<file path="src/rtl/desc_ring_pkg.sv">
package desc_ring_pkg;
  typedef enum logic [1:0] {ST_IDLE, ST_PROC, ST_WB} ring_st_e;

  localparam logic [2:0] W_BASE_LO = 3'd0;
  localparam logic [2:0] W_BASE_HI = 3'd1;
  localparam logic [2:0] W_SIZE    = 3'd2;
  localparam logic [2:0] W_HEAD    = 3'd3;
  localparam logic [2:0] W_TAIL    = 3'd4;
  localparam logic [2:0] W_CTRL    = 3'd5;
  localparam logic [2:0] W_CRED    = 3'd6;

  localparam int CTRL_RESET_BIT = 0;

  localparam logic [30:0] CODE_OK      = 31'd0;
  localparam logic [30:0] CODE_IO      = 31'd1;
  localparam logic [30:0] CODE_INVAL   = 31'd2;
  localparam logic [30:0] CODE_MSGSIZE = 31'd3;
endpackage

</file>
<file path="src/rtl/desc_ring_regs.sv">
module desc_ring_regs
  import desc_ring_pkg::*;
#(
  parameter int IDX_W  = 16,
  parameter int CRED_W = 16
) (
  input  logic              clk_i,
  input  logic              rst_ni,
  input  logic              reg_wr_i,
  input  logic [2:0]        reg_addr_i,
  input  logic [31:0]       reg_wdata_i,
  input  logic [IDX_W-1:0]  tail_i,
  input  logic [CRED_W-1:0] cred_i,
  output logic [31:0]       reg_rdata_o,
  output logic [63:0]       base_o,
  output logic [IDX_W-1:0]  size_o,
  output logic [IDX_W-1:0]  head_o,
  output logic              ring_rst_o,
  output logic              cred_wr_o,
  output logic              head_fault_o
);
  logic [63:0]      base_q;
  logic [IDX_W-1:0] size_q, head_q;
  logic             fault_q;
  logic             wr_head, head_ok;

  assign wr_head    = reg_wr_i && (reg_addr_i == W_HEAD);
  assign head_ok    = reg_wdata_i < 32'(size_q);
  assign ring_rst_o = reg_wr_i && (reg_addr_i == W_CTRL) && reg_wdata_i[CTRL_RESET_BIT];
  assign cred_wr_o  = reg_wr_i && (reg_addr_i == W_CRED);

  always_ff @(posedge clk_i or negedge rst_ni) begin
    if (!rst_ni) begin
      base_q  <= '0;
      size_q  <= '0;
      head_q  <= '0;
      fault_q <= 1'b0;
    end else begin
      fault_q <= wr_head && !head_ok;
      if (ring_rst_o) head_q <= '0;
      else if (wr_head && head_ok) head_q <= reg_wdata_i[IDX_W-1:0];
      if (reg_wr_i) begin
        case (reg_addr_i)
          W_BASE_LO: base_q[31:0]  <= {reg_wdata_i[31:3], 3'b000};
          W_BASE_HI: base_q[63:32] <= reg_wdata_i;
          W_SIZE:    size_q        <= reg_wdata_i[IDX_W-1:0];
          default: ;
        endcase
      end
    end
  end

  always_comb begin
    case (reg_addr_i)
      W_BASE_LO: reg_rdata_o = base_q[31:0];
      W_BASE_HI: reg_rdata_o = base_q[63:32];
      W_SIZE:    reg_rdata_o = 32'(size_q);
      W_HEAD:    reg_rdata_o = 32'(head_q);
      W_TAIL:    reg_rdata_o = 32'(tail_i);
      W_CRED:    reg_rdata_o = 32'(cred_i);
      default:   reg_rdata_o = '0;
    endcase
  end

  assign base_o       = base_q;
  assign size_o       = size_q;
  assign head_o       = head_q;
  assign head_fault_o = fault_q;
endmodule

</file>
<file path="src/rtl/desc_ring_seq.sv">
module desc_ring_seq
  import desc_ring_pkg::*;
#(
  parameter int IDX_W       = 16,
  parameter int ERR_W       = 32,
  parameter int DESC_SHIFT  = 5,
  parameter int COMP_OFFSET = 24
) (
  input  logic             clk_i,
  input  logic             rst_ni,
  input  logic [63:0]      base_i,
  input  logic [IDX_W-1:0] size_i,
  input  logic [IDX_W-1:0] head_i,
  input  logic             ring_rst_i,
  input  logic             proc_done_i,
  input  logic [ERR_W-1:0] proc_err_i,
  input  logic             wb_ack_i,
  output logic [IDX_W-1:0] tail_o,
  output logic             proc_valid_o,
  output logic [63:0]      proc_addr_o,
  output logic             wb_valid_o,
  output logic [63:0]      wb_addr_o,
  output logic [ERR_W-1:0] wb_data_o,
  output logic             complete_o
);
  localparam int CODE_W = ERR_W - 1;

  ring_st_e          st_q;
  logic [IDX_W-1:0]  tail_q, tail_inc;
  logic [CODE_W-1:0] code_q;
  logic [63:0]       desc_addr;
  logic              pending;

  assign pending    = tail_q != head_i;
  assign tail_inc   = (tail_q + 1'b1 == size_i) ? '0 : tail_q + 1'b1;
  assign desc_addr  = base_i + (64'(tail_q) << DESC_SHIFT);
  assign complete_o = (st_q == ST_WB) && wb_ack_i && !ring_rst_i;

  always_ff @(posedge clk_i or negedge rst_ni) begin
    if (!rst_ni) begin
      st_q   <= ST_IDLE;
      tail_q <= '0;
      code_q <= '0;
    end else if (ring_rst_i) begin
      st_q   <= ST_IDLE;
      tail_q <= '0;
    end else begin
      case (st_q)
        ST_IDLE: if (pending) st_q <= ST_PROC;
        ST_PROC: if (proc_done_i) begin
          code_q <= proc_err_i[CODE_W-1:0];
          st_q   <= ST_WB;
        end
        ST_WB: if (wb_ack_i) begin
          tail_q <= tail_inc;
          st_q   <= ST_IDLE;
        end
        default: st_q <= ST_IDLE;
      endcase
    end
  end

  assign tail_o       = tail_q;
  assign proc_valid_o = st_q == ST_PROC;
  assign proc_addr_o  = desc_addr;
  assign wb_valid_o   = st_q == ST_WB;
  assign wb_addr_o    = desc_addr + 64'(COMP_OFFSET);
  assign wb_data_o    = {1'b1, code_q};
endmodule

</file>
<file path="src/rtl/desc_ring_credit.sv">
module desc_ring_credit #(
  parameter int CRED_W = 16
) (
  input  logic              clk_i,
  input  logic              rst_ni,
  input  logic              ring_rst_i,
  input  logic              complete_i,
  input  logic              cred_wr_i,
  input  logic [31:0]       cred_wdata_i,
  output logic [CRED_W-1:0] cred_o,
  output logic              irq_o
);
  localparam int SUM_W = (CRED_W > 32 ? CRED_W : 32) + 1;

  logic [CRED_W-1:0] cred_q, cred_nxt;
  logic [SUM_W-1:0]  sum, dec;
  logic              armed_q, irq_q;

  assign sum      = SUM_W'(cred_q) + SUM_W'(complete_i);
  assign dec      = cred_wr_i ? SUM_W'(cred_wdata_i) : '0;
  assign cred_nxt = (dec > sum) ? '0 : CRED_W'(sum - dec);

  always_ff @(posedge clk_i or negedge rst_ni) begin
    if (!rst_ni) begin
      cred_q  <= '0;
      armed_q <= 1'b1;
      irq_q   <= 1'b0;
    end else if (ring_rst_i) begin
      cred_q  <= '0;
      armed_q <= 1'b1;
      irq_q   <= 1'b0;
    end else begin
      cred_q <= cred_nxt;
      irq_q  <= complete_i && armed_q;
      if (complete_i && armed_q) armed_q <= 1'b0;
      else if (cred_wr_i && cred_nxt == '0) armed_q <= 1'b1;
    end
  end

  assign cred_o = cred_q;
  assign irq_o  = irq_q;
endmodule

</file>
<file path="src/rtl/desc_ring_engine.sv">
module desc_ring_engine
  import desc_ring_pkg::*;
#(
  parameter int IDX_W       = 16,
  parameter int CRED_W      = 16,
  parameter int ERR_W       = 32,
  parameter int DESC_SHIFT  = 5,
  parameter int COMP_OFFSET = 24
) (
  input  logic             clk_i,
  input  logic             rst_ni,
  input  logic             reg_wr_i,
  input  logic [2:0]       reg_addr_i,
  input  logic [31:0]      reg_wdata_i,
  output logic [31:0]      reg_rdata_o,
  output logic             head_fault_o,
  output logic             proc_valid_o,
  output logic [63:0]      proc_addr_o,
  input  logic             proc_done_i,
  input  logic [ERR_W-1:0] proc_err_i,
  output logic             wb_valid_o,
  output logic [63:0]      wb_addr_o,
  output logic [ERR_W-1:0] wb_data_o,
  input  logic             wb_ack_i,
  output logic             irq_o
);
  logic [63:0]       base;
  logic [IDX_W-1:0]  size, head, tail;
  logic [CRED_W-1:0] cred;
  logic              ring_rst, cred_wr, complete;

  desc_ring_regs #(.IDX_W(IDX_W), .CRED_W(CRED_W)) u_regs (
    .clk_i, .rst_ni, .reg_wr_i, .reg_addr_i, .reg_wdata_i,
    .tail_i(tail), .cred_i(cred), .reg_rdata_o,
    .base_o(base), .size_o(size), .head_o(head),
    .ring_rst_o(ring_rst), .cred_wr_o(cred_wr), .head_fault_o
  );

  desc_ring_seq #(
    .IDX_W(IDX_W), .ERR_W(ERR_W), .DESC_SHIFT(DESC_SHIFT), .COMP_OFFSET(COMP_OFFSET)
  ) u_seq (
    .clk_i, .rst_ni, .base_i(base), .size_i(size), .head_i(head),
    .ring_rst_i(ring_rst), .proc_done_i, .proc_err_i, .wb_ack_i,
    .tail_o(tail), .proc_valid_o, .proc_addr_o, .wb_valid_o, .wb_addr_o,
    .wb_data_o, .complete_o(complete)
  );

  desc_ring_credit #(.CRED_W(CRED_W)) u_cred (
    .clk_i, .rst_ni, .ring_rst_i(ring_rst), .complete_i(complete),
    .cred_wr_i(cred_wr), .cred_wdata_i(reg_wdata_i), .cred_o(cred), .irq_o
  );
endmodule

</file>
<file path="config.mk">
export PLATFORM = sky130hd
export DESIGN_NAME = desc_ring_engine
export DESIGN_NICKNAME = d
export VERILOG_FILES = /design/src/rtl/desc_ring_pkg.sv /design/src/rtl/desc_ring_regs.sv /design/src/rtl/desc_ring_seq.sv /design/src/rtl/desc_ring_credit.sv /design/src/rtl/desc_ring_engine.sv
export SDC_FILE = /design/constraint.sdc
export NUM_CORES = 1
export LEC_CHECK = 0
export CORE_MARGIN = 4
export CORE_UTILIZATION = 45
export DETAILED_ROUTE_END_ITERATION = 10
export GPL_ROUTABILITY_DRIVEN = 0
export HOLD_SLACK_MARGIN = 0.02
export PLACE_DENSITY = 0.71
export SYNTH_ARGS = -nofsm -noshare
export SYNTH_HDL_FRONTEND = slang
export SYNTH_SLANG_ARGS = --single-unit
</file>
<file path="constraint.sdc">
create_clock -name clk_i -period 13.5 [get_ports clk_i]
set_clock_uncertainty 0.05 [all_clocks]
set_input_delay 2.7 -clock clk_i [delete_from_list [all_inputs] [get_ports clk_i]]
set_output_delay 2.7 -clock clk_i [all_outputs]
set_load 0.01 [all_outputs]
</file>
# After elaboration in Yosys (flattened, before gate mapping)
# Index checks and enable logic that the tools add are counted.
# Widths: inputs -> output; s select.
[word_totals]
memories = 0
romBits = 0
in_bits = 72
latch_bits = 0
out_inout_bits = 196
ff_bits = 161
elab_cells = 76
ramBits = 0
[classes]
n_mul = 0
shifts = 0
bitwise = 1
div_mod_pow = 0
add_sub_neg = 5
n_lt_le_gt_ge = 2
reduce_logical = 25
muxes = 19
eq_ne = 13
[ops]
columns = ["operator", "n"]
rows = [
  ["$pmux 32 s6", 1],
  ["$mux 16", 8],
  ["$add 64x21->64", 1],
  ["$add 64x5->64 const B", 1],
  ["$gt 32x17->1", 1],
  ["$lt 32x16->1", 1],
  ["$mux 32", 1],
  ["$add 16x1->17", 1],
  ["$add 16x1->16 const B", 1],
  ["$eq 16x16->1", 1],
  ["$logic_not 16->1", 1],
  ["$ne 16x16->1", 1],
  ["$sub 16x16->16", 1],
  ["$logic_and 1x1->1", 10],
  ["$eq 3x3->1 const B", 3],
  ["$ne 3x1->1 const B", 3],
  ["$mux 2", 4],
  ["$reduce_and 2->1", 4],
  ["$eq 3x2->1 const B", 2],
  ["$pmux 2 s3", 1],
  ["$reduce_and 3->1", 2],
  ["$reduce_bool 2->1", 3],
  ["$mux 1", 4],
  ["$eq 3x1->1 const B", 1],
  ["other kinds (7)", 8],
]

# Depth between registers and ports, before layout
[depth]
ltp_word = 13
ltp_mapped = 19
ltp_nobuf = 18

# Modules after synthesis
# A second synthesis with hierarchy kept.
[hier_totals]
cells_unflattened = 1536
area_unflattened_um2 = 13758.2
[modules_own_cells]
columns = ["mod", "cells_each", "area_each_um2", "n_inst", "seq_area_each_um2"]
rows = [
  ["desc_ring_seq", 810, 6497.5, 1, 1226.2],
  ["desc_ring_regs", 440, 5003.5, 1, 2352.3],
  ["desc_ring_credit", 286, 2257.2, 1, 451.7],
]

# Worst setup path after synthesis
# OpenSTA, ideal clock, no wires.
[synth_path]
kind = "input to output"
start = "input port reg_addr_i[1]"
end = "output port reg_rdata_o[4]"
arrival_ns = 4.267
setup_slack_ns = 6.483
path_stages = 5
required_time_ns = 10.750
path_buffers = 3
path_cell_list = "clkbuf_1 clkbuf_1 buf_1 a31oi_1 o221ai_1"
[synth_via]
elab_chain_len = 2
[synth_lines]
columns = ["element", "line_no", "rtl"]
rows = [
  ["from (decl)", "desc_ring_engine.sv:13", "input logic [2:0] reg_addr_i,"],
  ["$eq 3x3->1 (tied with other cells)", "desc_ring_regs.sv:54", "case (reg_addr_i)"],
  ["$pmux 32 s6 (*)", "desc_ring_regs.sv:54", ""],
  ["to (decl)", "desc_ring_engine.sv:15", "output logic [31:0] reg_rdata_o,"],
]
# Mark *: on every way between the ends. The rest lies on a longest branch, timed or not.

# Worst setup path after layout
[layout_path]
start = "register u_seq.tail_q[0], in the netlist u_seq.tail_o[0]"
end = "output port wb_addr_o[63]"
[layout_via]
elab_chain_len = 2
[layout_lines]
columns = ["element", "line_no", "rtl"]
rows = [
  ["from (decl)", "desc_ring_seq.sv:29", "logic [IDX_W-1:0] tail_q, tail_inc;"],
  ["from (signal assigned)", "desc_ring_seq.sv:55", "tail_q <= tail_inc;"],
  ["$add 64x21->64", "desc_ring_seq.sv:36", "assign desc_addr = base_i + (64'(tail_q) << DESC_SHIFT);"],
  ["$add 64x5->64", "desc_ring_seq.sv:67", "assign wb_addr_o = desc_addr + 64'(COMP_OFFSET);"],
  ["to (decl)", "desc_ring_engine.sv:22", "output logic [63:0] wb_addr_o,"],
]
# No other way between the ends.

==> summary.md <==
| Metric | Value |
|---|---|
| Total gr overflow | `0` |
| Post-synth top area cell | `dfrtp_1` |
| CP max stage delay | `approximately 940 ps` |
| Initial antenna violation count | `0` |
| Pwr Density | `about 150 mW/mm^2` |
| Worst reg-to-reg setup slack | `slightly above 8000 ps` |
| Hold Vio Cnt, Final | `0` |
| Setup crit start kind | `flip-flop` |
| Vias in the first global route | `12500` |
| DRT Pass-1 Iters | `8` |
| Critical path's slowest cell | `nor2b_1` |
| # clock sinks | `161` |
| Primary FF master, synth | `dfrtp_1` |
| Layout cells sized above 1 | `10.4%` |
| Via/cell ratio | `5.94` |
| Worst-Skew Late Latency | `430 ps` |
| Post-synthesis cell type count | `94` |
| Die width | `~180 um` |
| Final worst slack | `4420 ps` |
| Post-CTS setup buffer count | `0` |
| Mapped Avg Cell Area | `around 8.7 um^2` |
| Top cells by count, synth | `160 x dfrtp_1, 136 x nand2_1, 117 x inv_1, 97 x mux2_2, 97 x xnor2_1` |
| I/O Pins | `268` |
| Mapped Cells | `about 1500` |
| Crit path launch | `u_seq.tail_o[0]` |
| Initial drt markers | `1336` |
| Post-synth top area share | `29.8%` |
| Setup TNS Final | `0 ps` |
| Pre-CTS setup slack | `5070 ps` |
| Synthesis Warnings | `0` |
| Number of synthesized flops with an enable pin | `0` |
| Post-route antenna net violation count | `0` |
| Post-DP HPWL | `34.2 mm` |
| Die ar. | `0.0327 mm^2` |
| Synth async-reset ratio | `100%` |
| Worst-path fanout max | `13` |
| WP data required | `10750 ps` |
| Hold depth | `1` |
| Crit-path cells | `ha_1 > fa_1 > a211oi_1 > o21ai_1 > a211oi_4 > or3_1 > xnor2_1 > nand3_1 > nor4b_2 > nor2b_1 > and4bb_1 > xor2_1 > clkdlybuf4s50_1` |
| Worst slew pin tran | `roughly 1200 ps` |
| Nets | `1893` |
| FF/Latch Area | `0.00403 mm^2` |
| Area contributors post-synth | `dfrtp_1 30%, mux2_2 8.1%, xnor2_1 6.3%, ha_1 6.2%, xor2_1 3.8%` |
| Reg2reg end | `u_cred.cred_o[12]` |
| RSZ-0062 raised after global routing | `no` |
| CP endpoint kind | `primary output` |
| Final setup violation count | `0` |
| R2R depth | `17` |
| Tot GR Track Use | `between 20% and 30%` |
| Avg WL per Cell | `20.4 um` |
| CTS buffer count | `17` |
| Worst hold path startpoint | `u_seq.st_q[1]` |
| Clock-pin slew on the worst setup and hold paths | `80 ps` |
| Achievable Freq | `110 MHz` |
| Post-CTS Resized | `0` |
| Cell row count | `63` |
| Crit path time final | `slightly above 9000 ps` |
| Via count | `roughly 13000` |
| Deepest clock path buffer count | `2` |
| Residual DRC | `0` |
| Multi-input logic area | `0.00861 mm^2` |
| Worst slew margin | `19.4%` |
| Largest net degree at the start of global routing | `73` |
| Clock Root Buffer | `clkbuf_16` |
| R2r startpoint | `u_seq.st_q[0]` |
| Status | `finished, final reports clean` |
| CTS tree | `done` |
| LEAKAGE | `about 7.3 nW` |
| Drt total wl | `44.1 mm` |
| End of the worst hold path | `u_seq.st_q[0]` |
| Tcrit/Tclk final | `67.3%` |
| First-pass GRT wire length | `between 60 and 70 mm` |
| Fill cells | `2680` |
| Type of the worst setup path | `reg -> out` |
| Worst vdd ir | `0.0000932 V` |
| Core region area | `0.0296 mm^2` |
| Area grow syn2layout | `25.2%` |
| Register area share after synthesis | `roughly 30%` |
| Critical path arrival | `6330 ps` |
| CTS H-tree depth | `4` |
| Worst Hold Class | `reg -> reg` |
| Initial cell density of the core | `45.5%` |
| Synthesized area | `between 0.01 and 0.015 mm^2` |
| IO Port Bufs | `259` |
| Yosys reg bits | `161` |
| Die Span Y | `181 um` |
| Hold-fix buffers at CTS | `0` |
| Final Max Slew Viols | `0` |
| Most numerous cell in the Yosys netlist | `dfrtp_1` |
| Max-cap violation count | `0` |
==> per-stage QoR <==
stage / power, W / utilization [%] / hold slack, ps / cell area (um^2) / cells
finish: 0.00256 / 57.0 / 419 / 16800 / 2156
floorplan: 0.00151 / - / 376 / 13500 / 1546
CTS: 0.00256 / 57.0 / 419 / 16800 / 2155
global route: 0.00272 / 57.0 / 431 / 16800 / 2155
global placement: 0.00205 / 55.1 / 384 / 16300 / 2123
detailed placement: 0.00208 / 55.1 / 411 / 16300 / 2123
==> worst max-delay path: cells and delay by family (launching register included) <==
family | cells | cell delay [ps]
flip-flops | 1 | 540
XOR/XNOR | 2 | 430
AND/OR/NAND/NOR | 5 | 2430
buffers and inverters | 1 | 570
adder cells (fa/ha/maj) | 2 | 750
AO/OA/AOI/OAI | 3 | 1190
==> layer usage <==
metal	up-vias	global-route usage, %	wire (um)
li1	5955	-	-
met1	6213	34.4	18500
met2	561	43.0	20600
met3	82	4.51	3360
met4	0	9.80	1560
met5	-	0	0
==> worst max-delay path by stage <==
stage | end | cells past startpoint
floorplan | reg_rdata_o[4] | 5
global placement | wb_addr_o[63] | 13
detailed placement | wb_addr_o[63] | 13
CTS | wb_addr_o[63] | 13
global route | wb_addr_o[63] | 13
finish | wb_addr_o[63] | 13
==> final cells by class <==
type,count,share of cell area (%)
clock inverter,14,0.706
sequential,161,23.9
clock buffer,18,2.61
tap,390,2.90
inverter,117,2.61
antenna,1,0.0149
timing repair buffer,275,16.1
multi-input combinational,1180,51.1
==> registers in the layout, indices dropped and copies added (netlist names), 2 cells and up <==
signal,flops
u_regs.size_o,16
u_regs.base_o,61
u_seq.tail_o,16
u_seq.st_q,2
u_seq.code_q,31
u_regs.head_o,16
u_cred.cred_o,16
==> power breakdown <==
| part | internal (W) | switching [W] |
|---|---|---|
| clock | 0.000247 | 0.000224 |
| combinational | 0.000654 | 0.000651 |
| sequential | 0.000614 | 0.000167 |
| total | 0.00152 | 0.00104 |
==> kinds of logic (layout without fill, tap and decap cells) <==
| family | after synthesis | in the layout | synth area share [%] |
|---|---|---|---|
| AND/OR/NAND/NOR | 511 | 511 | 19.9 |
| AO/OA/AOI/OAI | 299 | 299 | 15.8 |
| buffers and inverters | 205 | 424 | 6.18 |
| flip-flops | 161 | 161 | 30.0 |
| XOR/XNOR | 157 | 157 | 10.3 |
| multiplexers | 137 | 137 | 11.3 |
| adder cells (fa/ha/maj) | 69 | 69 | 6.53 |
| other | 2 | 8 | 0.0559 |
==> layout by cell type (no fill, tap or decap), drive strengths merged, types with 7 or more instances in the layout <==
cell type      count
clkdlybuf4s50    257
dfrtp            160
nand2            136
inv              126
xnor2             98
mux2              98
nor2              78
o21ai             76
nand3             69
ha                67
xor2              59
nand4             46
a21oi             41
mux2i             37
nor3              37
nor4              27
and3              25
a21o              23
nor2b             19
a211oi            19
clkbuf            18
buf               18
a22o              16
or3               15
o31ai             12
o21a              11
and2              11
a22oi             11
a31oi             11
o22ai             10
a2111oi            9
or2                8
nand2b             7
and4               7
conb               7
(Power assumes the default switching activity.)
